[src/rtl/businv_link.sv]
module businv_link #(
  parameter int DATA_W = 16,
  parameter int LANES  = 2
) (
  input  logic              clk,
  input  logic              rst_n,
  input  logic              src_valid,
  input  logic [DATA_W-1:0] src_data,
  output logic [DATA_W-1:0] bus_data,
  output logic [LANES-1:0]  bus_pol,
  output logic [DATA_W-1:0] rx_data,
  output logic              rx_valid
);
  localparam int LANE_W = DATA_W / LANES;
  localparam int CW     = $clog2(LANE_W + 2);

  logic [DATA_W-1:0] bus_q, rx_q, enc_word, pol_mask;
  logic [LANES-1:0]  pol_q, inv_sel;
  logic              vld_q, rxv_q;

  for (genvar g = 0; g < LANES; g++) begin : g_lane
    logic [LANE_W-1:0] diff;
    logic [CW-1:0]     hd, c_true, c_inv;

    assign diff = src_data[g*LANE_W +: LANE_W] ^ bus_q[g*LANE_W +: LANE_W];

    always_comb begin
      hd = '0;
      for (int i = 0; i < LANE_W; i++) hd = hd + CW'(diff[i]);
    end

    assign c_true = hd + CW'(pol_q[g]);
    assign c_inv  = CW'(LANE_W) - hd + CW'(!pol_q[g]);
    assign inv_sel[g] = (c_inv < c_true) ? 1'b1 :
                        (c_inv > c_true) ? 1'b0 : pol_q[g];
    assign enc_word[g*LANE_W +: LANE_W] = inv_sel[g] ? ~src_data[g*LANE_W +: LANE_W]
                                                     :  src_data[g*LANE_W +: LANE_W];
    assign pol_mask[g*LANE_W +: LANE_W] = {LANE_W{pol_q[g]}};
  end

  always_ff @(posedge clk or negedge rst_n) begin
    if (!rst_n) begin
      bus_q <= '0;
      pol_q <= '0;
      vld_q <= 1'b0;
      rx_q  <= '0;
      rxv_q <= 1'b0;
    end else begin
      if (src_valid) begin
        bus_q <= enc_word;
        pol_q <= inv_sel;
      end
      vld_q <= src_valid;
      if (vld_q) rx_q <= bus_q ^ pol_mask;
      rxv_q <= vld_q;
    end
  end

  assign bus_data = bus_q;
  assign bus_pol  = pol_q;
  assign rx_data  = rx_q;
  assign rx_valid = rxv_q;
endmodule


[config.mk]
export PLATFORM = sky130hd
export DESIGN_NAME = businv_link
export DESIGN_NICKNAME = d
export VERILOG_FILES = /design/src/rtl/businv_link.sv
export SDC_FILE = /design/constraint.sdc
export NUM_CORES = 1
export LEC_CHECK = 0
export ABC_CLOCK_PERIOD_IN_PS = 5700
export BUFFER_PORTS_ARGS = -buffer_cell sky130_fd_sc_hd__buf_2
export CAP_MARGIN = 5
export CORE_ASPECT_RATIO = 1.5
export CORE_MARGIN = 5
export CORE_UTILIZATION = 35
export CTS_BUF_LIST = sky130_fd_sc_hd__clkbuf_2 sky130_fd_sc_hd__clkbuf_4 sky130_fd_sc_hd__clkbuf_8
export CTS_CLUSTER_DIAMETER = 40
export CTS_CLUSTER_SIZE = 40
export DETAILED_ROUTE_END_ITERATION = 16
export GPL_ROUTABILITY_DRIVEN = 0
export PLACE_DENSITY = 0.66
export SLEW_MARGIN = 40
export SYNTH_ARGS = -nofsm -noshare
export SYNTH_HDL_FRONTEND = slang
export SYNTH_SLANG_ARGS = --single-unit
[constraint.sdc]
create_clock -name clk -period 5.7 [get_ports clk]
set_input_delay 1.14 -clock clk [delete_from_list [all_inputs] [get_ports clk]]
set_output_delay 1.14 -clock clk [all_outputs]
set_load 0.02 [all_outputs]
[Word level (Yosys, flattened, before mapping)]
Index checks and enable logic that the tools add are counted.
W data, S select, Z words.
Storage, ports and cells
  input bits: 19
  output and inout bits: 35
  bits in registers: 36
Operators by class
  order comparisons: 4
  add/sub/neg operators: 20
  reduce and logical (&&, ||, !) cells: 2
  bitwise operators: 5
  mux-type cells: 6
Operator list (count)
  $add A4 B1 Y4: 12
  $mux W8: 2
  $not A8 Y8: 2
  $xor A16 B16 Y16: 1
  $xor A8 B8 Y8: 2
  $add A3 B1 Y4: 2
  $gt A4 B4 Y1: 2
  $lt A4 B4 Y1: 2
  $sub A4 B4 Y4 const A: 2
  $add A2 B1 Y3: 2
  $add A1 B1 Y2: 2
  $mux W1: 4
  $logic_not A1 Y1: 2

[Depth between registers and ports, before layout]
  depth after elaboration: 14
  mapped depth: 19

[Worst setup path before layout]
No wires, ideal clock.
  kind: input to register
  from: input port src_data[8]
  to: register bus_q[14], in the netlist bus_data[14]
  path buffers: 1
  path slack: 508 ps
  stages on the path: 19
  data arrival time: 5126 ps
  data required time: 5634 ps
  path through: xnor2_1 > fa_1 > inv_1 > fa_1 > inv_1 > fa_1 > inv_1 > ha_1 > inv_1 > fa_1 > xnor2_1 > nand3_1 > xnor2_1 > ha_1 > nand2_2 > o21bai_4 > buf_6 > a211o_1 > nand3_2
On the way
  longest elaborated chain between the ends: 14
  elaborated cells on any way between the ends: 16
RTL lines
  start, declared: RTL line 8  | input logic [DATA_W-1:0] src_data,
  $xor A8 B8 Y8 *: RTL line 25  | assign diff = src_data[g*LANE_W +: LANE_W] ^ bus_q[g*LANE_W +: LANE_W];
  $add A1 B1 Y2 *: RTL line 29  | for (int i = 0; i < LANE_W; i++) hd = hd + CW'(diff[i]);
  $add A2 B1 Y3 *: RTL line 29
  $add A3 B1 Y4 *: RTL line 29
  $add A4 B1 Y4 * (4 in a row): RTL line 29
  $sub A4 B4 Y4: RTL line 33  | assign c_inv = CW'(LANE_W) - hd + CW'(!pol_q[g]);
  $add A4 B1 Y4: RTL line 33
  $gt A4 B4 Y1: RTL line 35  | (c_inv > c_true) ? 1'b0 : pol_q[g];
  $mux W1: RTL line 35
  $mux W1 *: RTL line 34  | assign inv_sel[g] = (c_inv < c_true) ? 1'b1 :
  $mux W8 *: RTL line 36  | assign enc_word[g*LANE_W +: LANE_W] = inv_sel[g] ? ~src_data[g*LANE_W +: LANE_W]
  end signal, assigned: RTL line 50  | bus_q <= enc_word;
  end, declared: RTL line 17  | logic [DATA_W-1:0] bus_q, rx_q, enc_word, pol_mask;
Mark *: on every way between the ends. The rest lies on a longest branch, timed or not.
A chain may end at the register's enable or synchronous reset.

[Final worst setup path]
  from: input port src_data[8]
  to: register bus_q[13], in the netlist bus_data[13]
The elaborated chain is that of the path after synthesis.

==> impl_metrics.json <==
{
  "status": "finished, final reports clean",
  "drt_first_pass_iters": 4,
  "place_inst": 458,
  "via_per_inst": 4.87,
  "synth_top_area_cell": "dfrtp_1",
  "tns_ps": 0,
  "dp_hpwl_microns": 4850,
  "slew_viol_final": 0,
  "cp_max_fo": 17,
  "crit_arrival_ps": 5410,
  "synth_top_cell_area_share_pct": 31.3,
  "core_sq_um": 8010,
  "yosys_warnings": 0,
  "n_antenna_cell": 0,
  "die-height_microns": 121,
  "drive_gt1_share_pct": 25.5,
  "root_buffer": "clkbuf_8",
  "finClkSkew_ps": 10.0,
  "vias": 2271,
  "start_util_pct": 36.0,
  "cts.repair.resized": 0,
  "grt_antenna_before_repair": 0,
  "wl_per_cell_microns": 14.0,
  "yosysSeqAreaShare_pct": 31.3,
  "hold_viol": 0,
  "nFillCells": 822,
  "grt_pass1_vias": 2288,
  "gr-usage-all-layers_pct": 13.2,
  "htree_levels": 2,
  "port-buffer-count": 53,
  "startpoint_type": "input pin",
  "endpoint_kind": "flip-flop",
  "max_freq_mhz": 191,
  "pin_count": 54,
  "setup_viol": 0,
  "drv_cap": 0,
  "grt_pass1_wl_microns": 10800,
  "fin_crit_sh_pct": 91.9,
  "clock-sinks": 36,
  "die-width_microns": 84.1,
  "rsz0062_at_grt": "no",
  "die-area_sq_um": 10200,
  "hold_class": "flip-flop to flip-flop",
  "synth.distinct_cells": 24,
  "syn_area_sq_um": 2880,
  "period_needed_ps": 5240,
  "path_class": "input pin to flip-flop",
  "syn_avg_cell_area_sq_um": 9.23,
  "grt-ovfl-total": 0,
  "clk_pin_slew_ps": 80,
  "cts_buffers": 5,
  "max-slew-margin-rel_pct": 57.9,
  "tightest_slew_ps": 631,
  "syn_inst": 312,
  "reg2reg_slack_ps": 980,
  "clock_latency_ps": 290,
  "num_rows": 40,
  "ant_nets": 0,
  "drc_errors": 0,
  "cts_setup_buffers": 0,
  "synth_area_leaders": "dfrtp_1, xnor2_1, ha_1",
  "clockBufferDepth": 2,
  "hold_buffers": 0,
  "drtIter0Drc": 41,
  "synth-seq-cells": 36,
  "cts_tree": "yes",
  "wirelength_microns": 6520,
  "syn_to_final_growth_pct": 14.6,
  "grt_max_degree": 54,
  "stdcell_count": 466,
  "worstPathRequired_ps": 5880,
  "synth_fp_nets": 359,
  "layout.nets": 407
}
[Yosys cell counts]
cell type	count
xnor2_1	36
ha_1	20
nand2_1	18
a211o_2	14
a21oi_2	2
clkbuf_1	6
o21bai_4	2
a21o_1	2
nand2_2	2
inv_1	20
nand3_1	32
nor3_1	2
a211o_1	2
and2b_1	2
nand3_2	4
xor2_1	6
buf_2	2
buf_6	8
a21oi_1	36
nor2_1	18
fa_1	8
dfrtp_1	36
nor2_4	2
nor2b_1	32
[flip-flops by register name, indices dropped and copies added (netlist names)]
name	flops
rx_data	16
bus_data	16
rx_valid	1
bus_pol	2
vld_q	1
[final cells by class]
type	instances	area, sq um	area share [%]
Multi-Input combinational cell	240	1780	54.0
Clock buffer	6	76.3	2.31
Clock inverter	2	35.0	1.06
Timing Repair Buffer	57	300	9.09
Inverter	20	75.1	2.27
Tap cell	105	131	3.98
Sequential cell	36	902	27.3
[path summary, 6_finish.rpt]
path | startpoint | end | cells past startpoint
worst max register to register | bus_data[8] | bus_data[13] | 18
min in group asynchronous | rst_n | rx_data[13] | 1
worst max-delay path | src_data[8] | bus_data[13] | 19
max in group asynchronous | rst_n | vld_q | 1
worst min-delay path | rx_data[1] | rx_data[1] | 2
worst min register to register | rx_data[1] | rx_data[1] | 2
[per-stage QoR]
step	hold WS [ps]	instance area (sq um)	util [%]	setup slack (ps)
after floorplan	428	2880	-	508
after global placement	503	3180	39.8	221
after detailed placement	509	3190	39.8	127
after CTS	527	3300	41.2	447
after global routing	551	3300	41.2	236
final	522	3300	41.2	461
[per-layer routing]
metal / vias to the layer above / track usage, % / share of wire (%)
met1: 1101 / 13.2 / 39
met5: - / 0 / 0
li1: 1128 / - / -
met4: 0 / 3.92 / 1.1
met2: 37 / 26.4 / 56
met3: 5 / 2.79 / 3.6
[cell families (layout without fill, tap and decap cells)]
kind of cell / after synthesis / after routing / synth area share [%]
simple gates: 112 / 112 / 20.7
compound gates: 58 / 58 / 14.2
xor+xnor: 42 / 42 / 12.8
flops: 36 / 36 / 31.3
buf+inv: 36 / 85 / 6.86
fa+ha+maj: 28 / 28 / 14.2
[worst max-delay path, stage by stage]
cell and delay [ps]:
buf_2 120, xnor2_1 140, fa_1 540, inv_1 70
fa_1 530, inv_1 60, fa_1 460, inv_1 70
ha_1 160, inv_1 50, fa_1 500, inv_1 80
ha_1 320, inv_1 50, ha_1 300, and2b_1 200
o21bai_4 360, a211o_2 210, nand3_1 60
[cell usage in the layout (no fill, tap or decap), types with 4 or more instances in the layout]
| cell | instances |
|---|---|
| nor2b_1 | 32 |
| fa_1 | 8 |
| a21oi_1 | 36 |
| xnor2_1 | 36 |
| nand2_1 | 18 |
| a211o_2 | 14 |
| nor2_1 | 18 |
| buf_2 | 51 |
| buf_4 | 6 |
| clkbuf_8 | 5 |
| nand3_2 | 4 |
| ha_1 | 20 |
| dfrtp_1 | 35 |
| xor2_1 | 6 |
| inv_1 | 20 |
| nand3_1 | 32 |
Power is not shown: default switching activity piles up to over one toggle a cycle in this logic, so the estimate is an artifact.
